**config.mk**
```make
export PLATFORM = sky130hd
export DESIGN_NAME = sadc_frame_emu
export DESIGN_NICKNAME = d
export VERILOG_FILES = /design/src/rtl/sadc_pkg.sv /design/src/rtl/sadc_edge_detect.sv /design/src/rtl/sadc_edge_counter.sv /design/src/rtl/sadc_capture.sv /design/src/rtl/sadc_frame_emu.sv
export SDC_FILE = /design/constraint.sdc
export NUM_CORES = 1
export LEC_CHECK = 0
export BUFFER_PORTS_ARGS = -buffer_cell sky130_fd_sc_hd__buf_2
export CORE_ASPECT_RATIO = 0.5
export CORE_UTILIZATION = 30
export CTS_CLUSTER_DIAMETER = 50
export DETAILED_ROUTE_END_ITERATION = 7
export PLACE_DENSITY = 0.51
export SLEW_MARGIN = 20
export SYNTH_ARGS = -nofsm -noshare
export SYNTH_HDL_FRONTEND = slang
export SYNTH_SLANG_ARGS = --single-unit
export TNS_END_PERCENT = 10
```
**constraint.sdc**
```tcl
create_clock -name clk -period 1.8 [get_ports clk]
set_clock_uncertainty 0.15 [all_clocks]
set_input_delay 0.09 -clock clk [delete_from_list [all_inputs] [get_ports clk]]
set_output_delay 0.09 -clock clk [all_outputs]
set_load 0.1 [all_outputs]
```
**src/rtl/sadc_pkg.sv**
```systemverilog
package sadc_pkg;
  typedef enum logic {
    PWR_OFF = 1'b0,
    PWR_ON  = 1'b1
  } pwr_e;

  function automatic int frame_bits(input int lead, input int data_w, input int sub_w);
    return lead + data_w + sub_w;
  endfunction
endpackage

```
**src/rtl/sadc_edge_detect.sv**
```systemverilog
module sadc_edge_detect #(
  parameter int W = 1
) (
  input  logic         clk,
  input  logic         rst_n,
  input  logic [W-1:0] sig_i,
  output logic [W-1:0] fall_o
);
  logic [W-1:0] sig_q;

  always_ff @(posedge clk or negedge rst_n) begin
    if (!rst_n) sig_q <= '0;
    else        sig_q <= sig_i;
  end

  assign fall_o = sig_q & ~sig_i;
endmodule

```
**src/rtl/sadc_edge_counter.sv**
```systemverilog
module sadc_edge_counter #(
  parameter int CNT_W = 5
) (
  input  logic             clk,
  input  logic             rst_n,
  input  logic             clear_i,
  input  logic             step_i,
  output logic [CNT_W-1:0] count_o
);
  localparam logic [CNT_W-1:0] CNT_MAX = '1;

  always_ff @(posedge clk or negedge rst_n) begin
    if (!rst_n)                            count_o <= '0;
    else if (clear_i)                      count_o <= '0;
    else if (step_i && count_o != CNT_MAX) count_o <= count_o + 1'b1;
  end
endmodule

```
**src/rtl/sadc_capture.sv**
```systemverilog
module sadc_capture #(
  parameter int WORD_W   = 16,
  parameter int CNT_W    = 5,
  parameter int ACQ_EDGE = 6
) (
  input  logic              clk,
  input  logic              rst_n,
  input  logic              clear_i,
  input  logic              step_i,
  input  logic [CNT_W-1:0]  count_i,
  input  logic [WORD_W-1:0] word_i,
  output logic [WORD_W-1:0] held_o,
  output logic              strobe_o
);
  localparam logic [CNT_W-1:0] PRE_ACQ = CNT_W'(ACQ_EDGE - 1);

  logic hit;
  assign hit = step_i && (count_i == PRE_ACQ);

  always_ff @(posedge clk or negedge rst_n) begin
    if (!rst_n) begin
      held_o   <= '0;
      strobe_o <= 1'b0;
    end else if (clear_i) begin
      held_o   <= '0;
      strobe_o <= 1'b0;
    end else begin
      strobe_o <= hit;
      if (hit) held_o <= word_i;
    end
  end
endmodule

```
**src/rtl/sadc_frame_emu.sv**
```systemverilog
module sadc_frame_emu #(
  parameter int DATA_W   = 14,
  parameter int SUB_W    = 2,
  parameter int LEAD_W   = 8,
  parameter int ACQ_EDGE = 6
) (
  input  logic              clk,
  input  logic              rst_n,
  input  logic              cs_n_i,
  input  logic              sclk_i,
  input  logic [DATA_W-1:0] code_i,
  input  logic [SUB_W-1:0]  sub_i,
  output logic              sdo_o,
  output logic              sdo_oe_o,
  output logic              pwr_down_o,
  output logic              cap_stb_o
);
  import sadc_pkg::*;

  localparam int WORD_W    = DATA_W + SUB_W;
  localparam int FRAME_LEN = frame_bits(LEAD_W, DATA_W, SUB_W);
  localparam int CNT_W     = $clog2(FRAME_LEN + 1);

  pwr_e              pwr_q;
  logic              sclk_fall;
  logic              step;
  logic [CNT_W-1:0]  bit_cnt;
  logic [WORD_W-1:0] held_word;

  // Bit presented on the pad after k serial clock falls.
  function automatic logic bit_after_edge(input logic [CNT_W-1:0] k,
                                          input logic [WORD_W-1:0] w);
    int kk;
    logic b;
    kk = int'(k);
    b  = 1'b0;
    if (kk >= LEAD_W && kk < FRAME_LEN) b = w[FRAME_LEN - 1 - kk];
    return b;
  endfunction

  always_ff @(posedge clk or negedge rst_n) begin
    if (!rst_n) pwr_q <= PWR_OFF;
    else        pwr_q <= cs_n_i ? PWR_OFF : PWR_ON;
  end

  sadc_edge_detect #(.W(1)) u_sclk_edge (
    .clk    (clk),
    .rst_n  (rst_n),
    .sig_i  (sclk_i),
    .fall_o (sclk_fall)
  );

  assign step = sclk_fall && (pwr_q == PWR_ON) && !cs_n_i;

  sadc_edge_counter #(.CNT_W(CNT_W)) u_cnt (
    .clk     (clk),
    .rst_n   (rst_n),
    .clear_i (cs_n_i),
    .step_i  (step),
    .count_o (bit_cnt)
  );

  sadc_capture #(
    .WORD_W   (WORD_W),
    .CNT_W    (CNT_W),
    .ACQ_EDGE (ACQ_EDGE)
  ) u_cap (
    .clk      (clk),
    .rst_n    (rst_n),
    .clear_i  (cs_n_i),
    .step_i   (step),
    .count_i  (bit_cnt),
    .word_i   ({code_i, sub_i}),
    .held_o   (held_word),
    .strobe_o (cap_stb_o)
  );

  assign sdo_oe_o   = (pwr_q == PWR_ON);
  assign pwr_down_o = (pwr_q == PWR_OFF);
  assign sdo_o      = sdo_oe_o && bit_after_edge(bit_cnt, held_word);
endmodule

```
======== Word-level counts from Yosys, hierarchy flattened ========
Cells that the tools add are included.
word-level totals
  register bits after elaboration ......... 24
operators by class
  $add $sub $neg .......................... 2
  magnitude comparators ................... 3
  equal/unequal tests ..................... 2
  mux-type cells .......................... 10
  bitwise logic cells ..................... 3
  reductions and logical operators ........ 9
operators by type and width
  kind                                                  number
  two-way mux 16 bit                                    2
  two-way mux 5 bit                                     2
  logical AND 1 bit                                     6
  < comparator 6 bit (second input constant)            1
  subtractor 5 x 5 -> 6 bit (first input constant)      1
  adder 5 x 1 -> 5 bit (second input constant)          1
  == test 5 x 3 -> 1 bit (second input constant)        1
  >= comparator 5 x 4 -> 1 bit (second input constant)  1
  < comparator 5 bit (second input constant)            1
  two-way mux 1 bit                                     5
  inequality test 5 bit (second input constant)         1
  binary-select mux 1 bit (select 4 bit)                1
  nonzero test 2 bit                                    2
  NOT 1 bit                                             2
  bitwise AND 1 bit                                     1
  zero test 1 bit                                       1

======== Logic depth before layout (Yosys ltp) ========
Gate-level depths: netlist (run 1).
  depth after elaboration ................. 7
  mapped depth ............................ 8

======== Cells and area by module ========
Synthesis (run 1) repeated with hierarchy kept, for this count alone.
unflattened totals
  cells, all modules ...................... 120
  area total of the unflattened synthesis .. 1,346.3 sq um
modules (own cells, without submodules)
  module             instances  cells each  area an instance (sq um)  seq. area each (sq um)
  sadc_capture       1          73          858.3                     425.4
  sadc_edge_counter  1          23          249.0                     125.1
  sadc_frame_emu     1          22          200.2                     25.0
  sadc_edge_detect   1          2           38.8                      25.0

======== Least setup slack after synthesis (run 1) ========
Ideal clock, no wire load.
  path type ............................... reg2out
  from .................................... register pwr_q (netlist: sdo_oe_o)
  to ...................................... output port sdo_o
  arrival ................................. 4.230 ns
  required time ........................... 1.560 ns
  path slack .............................. -2.670 ns
  cell stages (with the launch flop) ...... 5
  buffers on the path ..................... 0
  cells stage by stage .................... dfrtp_1 > inv_1 > nor2_1 > o311ai_0 > o31ai_1
between the ends
  cells in the longest elaborated chain, start to end .. 1
ends and longest elaborated chain
  item                    line                  RTL
  start, declared         sadc_frame_emu.sv:24  pwr_e pwr_q;
  start signal, assigned  sadc_frame_emu.sv:43  else pwr_q <= cs_n_i ? PWR_OFF : PWR_ON;
  logical AND 1 bit       sadc_frame_emu.sv:80  assign sdo_o = sdo_oe_o && bit_after_edge(bit_cnt, held_word);
  end, declared           sadc_frame_emu.sv:13  output logic sdo_o,
No other way between the ends.

======== Worst setup path after layout (run 1) ========
  from .................................... register u_cnt.count_o[0]
  to ...................................... output port sdo_o
between the ends
  cells in the longest elaborated chain, start to end .. 6
  elaborated cells on any way between the ends .. 9
  classes of those cells .................. 1 x add/sub; 2 x order compare; 4 x mux; 2 x reduce/logical
ends and longest elaborated chain
  item                                                  line                     RTL
  start, declared                                       sadc_edge_counter.sv:8   output logic [CNT_W-1:0] count_o
  start signal, assigned                                sadc_edge_counter.sv:15  else if (step_i && count_o != CNT_MAX) count_o <= count_o + 1'b1;
  subtractor 5 x 5 -> 6 bit                             sadc_frame_emu.sv:37     if (kk >= LEAD_W && kk < FRAME_LEN) b = w[FRAME_LEN - 1 - kk];
  binary-select mux 1 bit (select 4 bit)                sadc_frame_emu.sv:37
  two-way mux 1 bit (implied by the code) (2 in a row)  sadc_frame_emu.sv:37
  two-way mux 1 bit *                                   sadc_frame_emu.sv:37
  logical AND 1 bit *                                   sadc_frame_emu.sv:80
Mark *: on every way between the ends. The rest lies on a longest branch, timed or not. The select of a mux whose other input is x is not followed.

==> results of run 1 <==
## what timing repair did
action,in CTS,in global routing
buffers inserted,3,1
pin swaps,1,4
hold endpoints to repair,46,0
setup endpoints to repair,6,17
gates resized for setup,7,10
hold buffers,19,0
## synthesized netlist by cell type
master                      count  area (µm²)
sky130_fd_sc_hd__a211oi_1       1        7.51
sky130_fd_sc_hd__nand2_1       34         128
sky130_fd_sc_hd__inv_1          3        11.3
sky130_fd_sc_hd__clkbuf_1       1        3.75
sky130_fd_sc_hd__nand4_1        1        6.26
sky130_fd_sc_hd__buf_2          2        10.0
sky130_fd_sc_hd__and3b_1        1        8.76
sky130_fd_sc_hd__nor2b_1        2        12.5
sky130_fd_sc_hd__buf_12         1        20.0
sky130_fd_sc_hd__mux4_2         2        45.0
sky130_fd_sc_hd__mux2i_1        2        20.0
sky130_fd_sc_hd__nand3_1       16        80.1
sky130_fd_sc_hd__o311ai_0       1        8.76
sky130_fd_sc_hd__a2111oi_0      1        8.76
sky130_fd_sc_hd__xnor2_1        1        8.76
sky130_fd_sc_hd__nor2_1         6        22.5
sky130_fd_sc_hd__o211ai_2       1        12.5
sky130_fd_sc_hd__a311oi_1       1        8.76
sky130_fd_sc_hd__inv_6          1        8.76
sky130_fd_sc_hd__buf_6          2        22.5
sky130_fd_sc_hd__dfrtp_1       24         601
sky130_fd_sc_hd__ha_1           3        37.5
sky130_fd_sc_hd__mux2_1         1        11.3
sky130_fd_sc_hd__nor4b_4        1        23.8
sky130_fd_sc_hd__and3_1         1        6.26
sky130_fd_sc_hd__nor4bb_1       1        10.0
sky130_fd_sc_hd__mux2_2         1        11.3
sky130_fd_sc_hd__xor2_1         2        17.5
sky130_fd_sc_hd__nand3_4        1        17.5
sky130_fd_sc_hd__or3_1          1        6.26
sky130_fd_sc_hd__o31ai_1        1        7.51
## metal layers
layer  vias up  share of wire, %  track usage (%)
met5         -                 0                0
met4         0              0.96             4.76
met3         2               2.2             3.40
met2        13                44             23.9
met1       475                53             20.0
li1        499                 -                -
## final cells by class
cell class	instances	area (µm²)
clock buffer	4	45.0
fill	348	1850
inverter	4	31.3
multi-input combinational	83	608
sequential	24	604
tap	51	63.8
timing repair buffer	54	422
## how the worst max path moves through the flow
stage / startpoint / to / slack [ns] / cells after the start
finish: u_cnt.count_o[0] / sdo_o / -0.27 / 6
floorplan: sdo_oe_o / sdo_o / -0.87 / 4
detailed placement: u_cnt.count_o[0] / u_cnt.count_o[3] / -0.12 / 8
CTS: u_cnt.count_o[0] / sdo_o / -0.27 / 6
global placement: u_cnt.count_o[0] / sdo_o / -0.08 / 5
global route: u_cnt.count_o[0] / u_cnt.count_o[3] / -0.36 / 9
## through the flow
| step | worst slack (ns) | instances |
|---|---|---|
| 6_report | -0.270 | 220 |
| 5_1_grt | -0.362 | 220 |
| 4_1_cts | -0.265 | 219 |
| 3_5_place_dp | -0.116 | 193 |
| 3_3_place_gp | -0.0773 | 193 |
| 2_1_floorplan | -0.868 | 117 |
## sequential cells by signal, summed over array words and instances (netlist names)
signal	flops
u_sclk_edge.sig_q	1
u_cap.held_o	16
sdo_oe_o	1
u_cap.strobe_o	1
u_cnt.count_o	5
## placed cells by master, fill, tap and decap left out, types with 2 or more instances in the layout
cell and instances:
sky130_fd_sc_hd__ha_4 2, sky130_fd_sc_hd__buf_6 3, sky130_fd_sc_hd__clkbuf_8 3, sky130_fd_sc_hd__mux2i_1 2
sky130_fd_sc_hd__buf_4 9, sky130_fd_sc_hd__mux4_2 2, sky130_fd_sc_hd__inv_1 2, sky130_fd_sc_hd__nor2b_1 2
sky130_fd_sc_hd__nor2_1 6, sky130_fd_sc_hd__buf_2 22, sky130_fd_sc_hd__xor2_1 2, sky130_fd_sc_hd__dfrtp_1 23
sky130_fd_sc_hd__nand2_1 34, sky130_fd_sc_hd__dlygate4sd3_1 19, sky130_fd_sc_hd__nand3_1 16
## power groups by stage
| stage | Combinational (µW) | Sequential, µW | Clock [µW] |
|---|---|---|---|
| 2_1_floorplan | 38.2 | 569 | 0 |
| 3_3_place_gp | 95.2 | 559 | 0 |
| 3_5_place_dp | 95.2 | 559 | 0 |
| 4_1_cts | 138 | 548 | 339 |
| 5_1_grt | 157 | 550 | 363 |
| 6_report | 144 | 549 | 329 |
## worst max-delay path: cells and delay by family, from the launching register on
kind            cells  cell delay [ns]
flops               1             0.41
compound gates      2             0.21
simple gates        1             0.32
buf+inv             2             0.34
mux                 1             0.29
## cells by family (layout without fill, tap and decap cells)
kind of cell               after synthesis  after routing  synth area share (%)
buffers and inverters                   10             62                  6.34
xor gates and xnor gates                 3              3                  2.18
and+or+nand+nor                         65             65                  26.7
adders and majority gates                3              3                  3.12
DFF                                     24             24                  49.9
muxes                                    6              6                  7.28
AOI/OAI and AO/OA                        6              6                  4.47
==> results.txt, run 1 <==
From left edge to right edge, the die measures 91.6 µm. The pin count of the biggest net entering global routing came out at 25. The clock sink total came out at 24. The clock tree root driver cell is sky130_fd_sc_hd__clkbuf_8.

The die area is between 0.004 and 0.005 mm². The reported leakage power came out at 0.000848 µW. The number of global-route vias before repair is 981. The count of standard-cell rows is 15. The count of max-cap constraint violations is 0. The detailed router finished its first iteration with 32 violations. The count of buffers from port buffering is 23. On the worst path, the slowest cell contributes a delay of 0.41 ns. The synthesized area divided by synthesized cell count came out at around 10 µm².

The clock slew seen by the registers of the worst setup and hold paths came out at roughly 0.080 ns. After detailed routing, the average wire length per cell comes to about 13 µm. For the pin with the worst max-slew slack, the measured transition is 0.541 ns. The post-DP HPWL came out at around 1800 µm. The die boundary height is between 40 and 50 µm.

The tightest min-delay check is of the input pin to asynchronous set/reset pin type. Cells fill 49.0% of the core in the end. The endpoint arrival time on the critical path is roughly 1.8 ns.

The vias per cell is between 4 and 5. The capture point of the worst reg-to-reg path is u_cnt.count_o[3]. STA classifies the critical path endpoint as an output port. The number of levels the H-tree was split into came out at 1.

The count of warnings emitted by yosys came out at 0. The total nets after synthesis is between 100 and 150. Overall power consumption after layout is estimated at approximately 1000 µW. The post-detailed-route DRC marker count came out at 0. The total power density per cell area is 576 mW/mm².

The number of synthesized register bits came out at 24. The run finished, with violations left. The instance count of the mapped netlist is roughly 120. The number of routed nets with antenna violations is 0. The initial utilization of the core area, before any placement, comes to about a third. The region available for standard cell placement spans 0.00362 mm². The layout overhead on the synthesized area is 47.4%. The share of total power in the clock network came out at ~32%. The total CTS buffers is 3.

The area of the mapped netlist came out at about 0.0012 mm². Setup repair after global routing could not meet its margin everywhere. The count of different cell masters after synthesis is 31. The number of cells traversed by the worst register-to-register path is 9. The worst setup slack after layout is -0.270 ns. The number of antenna violations at the first check in global routing is 0. For this run, the detailed router's first-pass iteration total came to 4. The switching power of the nets came out at roughly 250 µW. The worst-skew pair later-pin latency is 0.26 ns. The placed cell area came out at 0.00142 mm². The critical path goes through buf_6, mux2_4, or3_1, o211ai_2, o31ai_4, buf_12. The net count of the finished layout came out at ~190. Counting along the longest clock path gives a buffer depth of 2.

The worst register-to-register path begins at u_cnt.count_o[0]. The wire length reported by the detailed router is between 2000 and 3000 µm. The via total after detailed routing is slightly below 1000. The final-layout setup total negative slack came out at -1.05 ns. The count of antenna diodes in the layout is 0. The worst-case IR drop observed on VDD is 0.228 mV. The post-layout minimum cycle time is about 2.1 ns. The clock tree from TritonCTS is yes. The setup check on the worst reg-to-reg path leaves a slack of -0.25 ns.

Global routing finished with a remaining overflow of 0. By startpoint and endpoint, the worst setup path is classified as register to output port. The first global-routing pass estimated 4660 µm of wire. The part of the power in combinational logic is between 10% and 20%. Based on the critical path, the design can be clocked at up to approximately 0.48 GHz. The kind of start point of the critical path is a register. The worst max-slew margin expressed relative to the limit came out at 64.0%. The slowest stage of the critical path is the sky130_fd_sc_hd__dfrtp_1 cell.

The layout cell share with drive strength beyond 1 came out at approximately a third. The tightest hold margin is 0.190 ns. The final-report hold violation count came out at 0. The switching power share of the total came out at roughly a quarter. The number of top-level pins came out at 24. The global placement routability congestion came out at around 0.73. The overall track demand over capacity in global routing came out at 14.7%. The internal portion of the total power is roughly 770 µW. The sequential cell fraction of total power is between 50% and 60%. Data on the critical path is required at its endpoint by 1.56 ns. Setup violations remaining at the end of the flow were counted as 6. The final reports fail on setup timing.

The post-route cell area is approximately 0.0018 mm². The final max-slew violation count came to 0. The fraction of the yosys area taken by sequential cells came out at about half. The final period utilization came out at 115%. The largest fanout on the critical path is 9.
(Power assumes the default switching activity.)
==> inputs of run 2 (changes only) <==
--- a/config.mk
+++ b/config.mk
@@ -5,12 +5,14 @@
 export SDC_FILE = /design/constraint.sdc
 export NUM_CORES = 1
 export LEC_CHECK = 0
+export ABC_AREA = 1
+export ABC_CLOCK_PERIOD_IN_PS = 1800
 export BUFFER_PORTS_ARGS = -buffer_cell sky130_fd_sc_hd__buf_2
 export CORE_ASPECT_RATIO = 0.5
 export CORE_UTILIZATION = 30
 export CTS_CLUSTER_DIAMETER = 50
 export DETAILED_ROUTE_END_ITERATION = 7
-export PLACE_DENSITY = 0.51
+export PLACE_DENSITY = 0.52
 export SLEW_MARGIN = 20
 export SYNTH_ARGS = -nofsm -noshare
 export SYNTH_HDL_FRONTEND = slang
==> constraint.sdc (replaced) <==
create_clock -name clk -period 1.8 [get_ports clk]
set_clock_uncertainty 0.15 [all_clocks]
set_input_delay 0.09 -clock clk [delete_from_list [all_inputs] [get_ports clk]]
set_output_delay 0.09 -clock clk [all_outputs]
set_load 0.02 [all_outputs]
==> results.txt, run 2 <==
The run finished with clean final reports. The clock slew seen by the registers of the worst setup and hold paths is roughly 0.08 ns. The library cell used most frequently in the layout, excluding fill and tap cells, is sky130_fd_sc_hd__nand2_1. The number of global-route vias before repair came out at around 950. Hold timing on the final database bottoms out at a slack of 0.0819 ns. The die boundary height is about 46 µm. The layout cell share with drive strength beyond 1 came out at 21.2%. Summed over all nets, the half-perimeter wirelength after detailed placement is roughly 1800 µm. The vias per cell is roughly 4.3.

The final-report hold violation count came out at 0. Registers are responsible for between 50 and 60% of the overall power. Setup violations remaining at the end of the flow were counted as 0.

Across all layers, the routed design uses 1050 vias. Clock tree synthesis found a total of 24 sinks. The repair_antennas step left the layout with diodes totalling 0.

The total CTS buffers came out at 3. The register with the most flip-flops in the layout has 16 of them. The overall track demand over capacity in global routing came out at 14.0%. The count of max-cap constraint violations is 0. After detailed routing, the average wire length per cell comes to around 11 µm. Setup repair after global routing could not meet its margin everywhere. The endpoint arrival time on the critical path came out at 1.49 ns.

The final-layout setup total negative slack is 0 ns. The actual transition at the worst max-transition pin is 0.536 ns. Dividing the final minimum period by the clock period gives between 90% and 100%. The pin count of the biggest net entering global routing is 25.

The wire length reported by the detailed router is about 2600 µm. The share of total power dissipated in the clock network is between 30% and 40%. The later pin in the worst-skew pair is clocked with a latency of about 0.26 ns. The maximum clock rate is between 0.5 and 0.6 GHz. The synthesized area divided by synthesized cell count is approximately 8 µm². The instance count of the mapped netlist is 147. The final max-slew violation count was 0. The number of routed nets with antenna violations came out at 0. The count of buffers from port buffering is 23. Yosys attributes the largest share of cell area to sky130_fd_sc_hd__dfrtp_1 51%, sky130_fd_sc_hd__nand2_1 18%, sky130_fd_sc_hd__nand3_1 15%, sky130_fd_sc_hd__ha_1 3.2%, sky130_fd_sc_hd__inv_1 2.6%. The number of flops mapped to enable cells by yosys is 0. For this run, the register share of the synthesized area comes to roughly half. The reported leakage power is 0.000852 µW. The count of different cell masters after synthesis is 16. The post-layout minimum cycle time is about 1.7 ns. The initialized floorplan defines 15 standard-cell rows.

The top cell type's share of synthesized area came out at 51.2%. The clock passes through at most 2 buffers. Counting flops per register, the top entry is u_cap.held_o. The switching power share of the total came out at about 22%.

In the post-synthesis netlist, the cell with the most instances is sky130_fd_sc_hd__nand2_1. The largest registers in the layout are u_cap.held_o (16), u_cnt.count_o (5). The die area is roughly 0.0042 mm².

Of the total power, combinational logic draws about 10%. The clock tree root driver cell is sky130_fd_sc_hd__clkbuf_8. TritonCTS built the clock tree. At the end of the flow, the number of nets in the layout was between 200 and 250.

The congestion estimate from routability-driven global placement came to roughly 0.76. The largest voltage drop on the vdd net is between 0.2 and 0.3 mV. For this block, the initial DRC count from the detailed router was between 60 and 70. The number of synthesized register bits came out at 24. The number of fill cells came out at between 300 and 400. Headroom to the max-slew limit came out at roughly 64%. The multi-input logic area came out at 500 µm². The storage element area is between 600 and 700 µm². STA classifies the critical path startpoint as a register. The wire length of the first global-routing pass is 4460 µm. The initial core utilization is between 30% and 40%.

The worst setup path is of the register to output port kind. The most used flip-flop cell after synthesis is sky130_fd_sc_hd__dfrtp_1. The total nets after synthesis is 170. After detailed routing, the number of remaining DRC violations is 0. The core area came out at around 0.0036 mm². The share of flip-flops with an asynchronous set or reset after synthesis came out at between 90% and 100%.

In the layout the commonest cells are 55 x sky130_fd_sc_hd__nand2_1, 35 x sky130_fd_sc_hd__nand3_1, 23 x sky130_fd_sc_hd__dfrtp_1, 22 x sky130_fd_sc_hd__buf_2, 18 x sky130_fd_sc_hd__dlygate4sd3_1. The cell-internal power came out at around 740 µW. The detailed-routing iteration count for the pre-antenna-repair pass is 4.

STA classifies the critical path endpoint as an output port. The largest total area in the synthesized netlist belongs to sky130_fd_sc_hd__dfrtp_1. For this design the ratio of total power to cell area is roughly 600 mW/mm².

The count of warnings emitted by yosys came out at 0. In this run the number of H-tree levels came out at 1. The die outline width is approximately 90 µm. The switching power of the nets came out at between 200 and 250 µW.

The worst hold path class is input pin to register. The total global routing overflow is 0. The area of the mapped netlist is 0.00117 mm². The number of top-level pins came out at 24. The largest fanout on the critical path came out at 6.

The critical path required time came out at between 1.5 and 2 ns. By count the netlist is led by 55 x sky130_fd_sc_hd__nand2_1, 35 x sky130_fd_sc_hd__nand3_1, 24 x sky130_fd_sc_hd__dfrtp_1. The layout overhead on the synthesized area is 36.4%. The number of antenna violations at the first check in global routing came to 0.
[run 2: critical path, stage by stage, from the launching register on]
cell                      delay (ns)
sky130_fd_sc_hd__dfrtp_1        0.42
sky130_fd_sc_hd__buf_4          0.17
sky130_fd_sc_hd__nand2_1        0.05
sky130_fd_sc_hd__nand3_1        0.08
sky130_fd_sc_hd__nand3_1        0.08
sky130_fd_sc_hd__nand2_1        0.09
sky130_fd_sc_hd__nand2_1        0.05
sky130_fd_sc_hd__a21oi_1        0.13
sky130_fd_sc_hd__buf_4          0.16
[run 2: layer usage]
| layer | global-route usage [%] | wire [µm] | share of wire [%] | vias to the layer above |
|---|---|---|---|---|
| met5 | 0 | 0 | 0 | - |
| met4 | 2.90 | 19 | 0.74 | 0 |
| met3 | 3.47 | 88 | 3.4 | 2 |
| met2 | 22.6 | 1060 | 41 | 15 |
| met1 | 19.6 | 1420 | 55 | 469 |
| li1 | - | - | - | 564 |
[run 2: stage by stage]
stage / utilization, % / total power (µW) / instance area, µm² / worst slack, ns / cells
4_1_cts: 44.3 / 968 / 1590 / 0.00417 / 243
6_report: 44.6 / 959 / 1600 / 0.0680 / 244
2_1_floorplan: - / 579 / 1170 / 0.179 / 147
3_5_place_dp: 38.1 / 624 / 1370 / 0.0417 / 222
5_1_grt: 44.6 / 1000 / 1600 / -0.0394 / 244
3_3_place_gp: 38.1 / 623 / 1370 / 0.0948 / 222
[run 2: area by class of cell]
| class | count | area share (%) |
|---|---|---|
| clock buffers | 3 | 2.58 |
| flip-flops and latches | 24 | 37.6 |
| multi-input cells | 108 | 31.3 |
| well taps | 51 | 3.99 |
| inverters | 10 | 2.66 |
| repair buffers | 48 | 21.9 |
[run 2: worst paths after layout]
kind	start	to	slack, ns	depth (start not counted)
max reg2reg	u_cnt.count_o[0]	u_cnt.count_o[2]	0.14	8
min	cs_n_i	u_cnt.count_o[4]	0.08	6
min reg2reg	u_cap.held_o[15]	u_cap.held_o[15]	0.36	2
max in group asynchronous	rst_n	u_cnt.count_o[1]	0.92	2
min in group asynchronous	rst_n	u_cap.held_o[11]	0.18	2
max	u_cnt.count_o[0]	sdo_o	0.07	8
[run 2: kinds of logic (layout without fill, tap and decap cells)]
group	Yosys count	count (layout)	synth area share, %
AOI/OAI and AO/OA	6	6	2.56
xor gates and xnor gates	1	1	0.746
adders and majority gates	3	3	3.20
buffers and inverters	15	61	6.40
DFF	24	24	51.2
and+or+nand+nor	98	98	35.9
[run 2: timing repair]
item                                    CTS  global route
setup buffers                             0             1
endpoints found under the setup margin    1             6
pin swaps                                 0             0
resized for setup                         1             5
hold endpoints to repair                 41             0
hold buffers                             18             0
[run 2: power by group through the flow]
stage	sequential [µW]	clock (µW)	combinational (µW)
2_1_floorplan	558	0	21.7
3_3_place_gp	556	0	67.2
3_5_place_dp	556	0	67.7
4_1_cts	546	325	97.2
5_1_grt	546	347	109
6_report	546	317	97.1
==> inputs of run 3 (changes only) <==
--- a/config.mk
+++ b/config.mk
@@ -12,9 +12,10 @@
 export CORE_UTILIZATION = 30
 export CTS_CLUSTER_DIAMETER = 50
 export DETAILED_ROUTE_END_ITERATION = 7
-export PLACE_DENSITY = 0.52
+export PLACE_DENSITY = 0.51
 export SLEW_MARGIN = 20
 export SYNTH_ARGS = -nofsm -noshare
 export SYNTH_HDL_FRONTEND = slang
+export SYNTH_HIERARCHICAL = 1
 export SYNTH_SLANG_ARGS = --single-unit
 export TNS_END_PERCENT = 10
==> results.txt, run 3 <==
In this run the horizontal extent of the chip is 97.0 µm. The startpoint identified for the worst register-to-register timing path is u_cnt/count_o[0]. The endpoint arrival time on the critical path came out at 1.53 ns. The flip-flop cell with the highest count after synthesis is sky130_fd_sc_hd__dfrtp_1.

The switching power of the nets came out at about 240 µW. Measured against its own limit, the worst slew margin works out to between 60% and 70%. The clock period could shrink to 1.77 ns.

The tightest hold margin is between 0.15 and 0.2 ns. The filler-free cell count of the finished design came out at roughly 270. The worst hold path class is input pin to asynchronous set/reset pin. TritonCTS built the clock tree. The critical path buffer and inverter count is 3. The worst register-to-register path ends at u_cnt/count_o[3]. The detailed-routing iteration count for the pre-antenna-repair pass is 5. In this run the worst setup path begins at u_cnt/count_o[1]. The count of buffers from port buffering is 23. Leaving out fill and tap cells, the most frequent cell in the layout is sky130_fd_sc_hd__nand2_1. The post-DP HPWL is slightly above 2000 µm.

The number of levels the H-tree was split into is 1. The fraction of the yosys area taken by sequential cells is about 44%. The number of flops mapped to enable cells by yosys is 0.

The via total after detailed routing came out at 1300. The total global routing overflow is 0. The number of synthesized register bits came out at 24.

Clock-pin slew was measured on the worst setup and hold paths at 0.09 ns. At the end of routability-driven placement, the weighted congestion stood at 0.750. Dividing the final minimum period by the clock period gives a little over nine tenths.

The clock sink total is 24. The layout overhead on the synthesized area came out at 42.3%. CTS placed an instance of sky130_fd_sc_hd__clkbuf_8 at the clock tree root. The count of warnings emitted by yosys came out at 6.

The reported leakage power is roughly 0.00095 µW. For the worst setup path, the data required time is between 1.5 and 2 ns. The number of top-level pins is 24. The top cell type's share of synthesized area is between 40% and 50%. The placed cell area came out at between 0.0015 and 0.002 mm². The run finished with clean final reports.

The initial utilization of the core area, before any placement, comes to 33.0%. Counting flops per register, the top entry is u_cap/held_o. Ranked by total cell area, the synthesized netlist is headed by sky130_fd_sc_hd__dfrtp_1 44%, sky130_fd_sc_hd__nand2_1 13%, sky130_fd_sc_hd__nand3_1 8.9%, sky130_fd_sc_hd__nand4_1 7.4%, sky130_fd_sc_hd__nand3_2 6.7%.

Static timing analysis puts the maximum clock frequency at about 0.56 GHz. The share of total power in the clock network is a little over a third. When the netlist entered floorplanning its net count stood at between 150 and 200. The number of antenna violations at the first check in global routing came out at 0.

The critical path ends at sdo_o. The core area came out at a little over 0.004 mm². The wire length of the first global-routing pass came out at approximately 5300 µm. The vias per cell came out at roughly 4.8. The slowest stage of the critical path belongs to the cell sky130_fd_sc_hd__dfrtp_1. The final max-slew violation count is 0.

The number of cells after detailed placement came out at 240. The count of antenna diodes in the layout came out at 0. The pin count of the biggest net entering global routing came out at 33. The critical path start-end classification is register to output port.

The net count of the finished layout is around 240. Of all flip-flops after synthesis, the portion carrying an async set or reset was between 90% and 100%. The final-report hold violation count is 0. The total power density per cell area is ~530 mW/mm². The area of the mapped netlist is between 0.001 and 0.0015 mm². The wire length reported by the detailed router came out at between 3000 and 4000 µm.

The average wire per standard cell came out at 12.4 µm. In the final layout, the registers with the most flip-flops are u_cap/held_o (16), u_cnt/count_o (5). The maximum clock insertion buffer count came out at 2. The part of the power in combinational logic came out at 10.7%. The instance count of the mapped netlist came out at 166. The count of standard-cell rows is 16.

The post-detailed-route DRC marker count is 0. The number of design-rule violations left by the first detailed-router iteration is between 80 and 90. In the layout the commonest cells are 40 x sky130_fd_sc_hd__nand2_1, 24 x sky130_fd_sc_hd__dfrtp_1, 23 x sky130_fd_sc_hd__buf_2, 19 x sky130_fd_sc_hd__dlygate4sd3_1, 18 x sky130_fd_sc_hd__nand3_2. The register with the most flip-flops in the layout has 16 of them. The worst setup path is captured at an output port. Yosys mapped the design onto 17 distinct sky130hd cell types. The cell type group with the largest total delay on the critical path is buffers and inverters. The biggest area contributor in the post-synthesis netlist is sky130_fd_sc_hd__dfrtp_1. The count of max-cap constraint violations is 0.

The cell-internal power is ~790 µW. The number of fill cells came out at a little over 400. The worst-skew pair later-pin latency is 0.27 ns. The critical path crosses 8 cells after its start point. Setup repair after global routing could not meet its margin everywhere. The die is ~50 µm tall.

The number of global-route vias before repair is 1109. The number of routed nets with antenna violations is 0. The overall track demand over capacity in global routing is between 10 and 15%. Buffers inserted during clock tree synthesis total 3.

Walking the worst path, the cells encountered are buf_6, buf_4, nand3_2, nand3_2, nand2_2, nand2_2, a21oi_2, buf_4. Cells with a size suffix above 1 make up 37.2% of the layout. For the pin with the worst max-slew slack, the measured transition is between 0.5 and 0.6 ns. The maximum cell stage delay along the critical path came out at roughly 0.4 ns. The worst setup slack after layout came out at around 0.028 ns. In this run, flip-flops and latches consume between 50 and 60% of the power. After synthesis, the most frequently instantiated cells are 48 x sky130_fd_sc_hd__nand2_1, 24 x sky130_fd_sc_hd__dfrtp_1, 24 x sky130_fd_sc_hd__nand3_1. Prior to clock tree synthesis, the placed netlist has a worst setup slack of between 0.15 and 0.2 ns. The final number of setup-violating endpoints is 0. The design draws slightly above 1000 µW. With fillers left out, the area of the finished cells amounts to 0.00192 mm². The number of cells on the worst reg-to-reg path is 10. The die area came out at around 0.0048 mm². STA classifies the critical path startpoint as a register. The cell with the most instances after synthesis is sky130_fd_sc_hd__nand2_1. The synthesized area divided by synthesized cell count is ~8.1 µm².

The switching power share of the total came out at around 23%. The register-to-register setup slack is about 0.16 ns. Along the worst path, the maximum fanout reaches 8. The largest voltage drop on the vdd net is about 0.31 mV.
run 3: cell types whose count changed in the layout (fill, tap and decap cells not counted), sizes merged, moves of 4 or more:
| cell | previous run | this run |
|---|---|---|
| inv | 10 | 14 |
| o21ai | 4 | 0 |
| nor2 | 7 | 16 |
| buf | 30 | 35 |
| nand2 | 56 | 50 |
| nand4 | 0 | 16 |
run 3: final cells by class:
type | instances | area [µm²] | share of cell area (%)
sequential | 24 | 601 | 31.2
timing repair buffer | 54 | 403 | 20.9
tap | 54 | 67.6 | 3.51
clock buffer | 4 | 55.1 | 2.86
inverter | 16 | 76.3 | 3.97
multi-input combinational | 120 | 722 | 37.5
run 3: kinds of logic after synthesis:
family,after synthesis,share of synthesized area (%)
adder cells (fa/ha/maj),2,1.85
flip-flops,24,44.4
AO/OA/AOI/OAI,1,0.648
buffers and inverters,23,8.51
AND/OR/NAND/NOR,116,44.6
run 3: per-layer routing:
| layer | wire, µm | GRT usage [%] |
|---|---|---|
| met5 | 0 | 0 |
| met4 | 28 | 2.99 |
| met3 | 138 | 2.98 |
| met2 | 1500 | 20.4 |
| met1 | 1700 | 20.0 |
run 3: how the worst min path moves through the flow:
stage,startpoint,endpoint,depth (start not counted)
after floorplan,rst_n,sdo_oe_o,0
after global placement,rst_n,u_cap/held_o[5],1
after detailed placement,rst_n,u_cap/held_o[5],1
after CTS,rst_n,u_cap/held_o[5],2
after global routing,rst_n,u_cap/held_o[5],2
final,rst_n,u_cap/held_o[5],2
run 3: metrics by stage:
stage | TNS (ns) | utilization [%]
after global routing | -0.0790 | 46.9
after detailed placement | 0 | 36.8
final | 0 | 46.9
after global placement | 0 | 36.8
after floorplan | 0 | -
after CTS | 0 | 43.0
run 3: worst reg2reg max path, delay by kind of cell (launching register included):
family / cells / cell delay, ns
and+or+nand+nor: 7 / 0.50
buffers and inverters: 1 / 0.07
DFF: 1 / 0.42
adders and majority gates: 2 / 0.41
run 3: power by group through the flow:
stage | sequential (µW) | combinational (µW) | clock (µW)
after floorplan | 556 | 30.3 | 0
after global placement | 554 | 71.6 | 0
after detailed placement | 554 | 72.4 | 0
after CTS | 544 | 105 | 387
after global routing | 545 | 121 | 413
final | 544 | 110 | 375
run 3: timing repair:
item | CTS | global route
setup endpoints to repair | 1 | 17
hold buffers | 19 | 0
gates resized for setup | 3 | 25
pin swaps | 0 | 11
hold endpoints to repair | 43 | 0
setup buffers | 0 | 7
cloned | 0 | 2
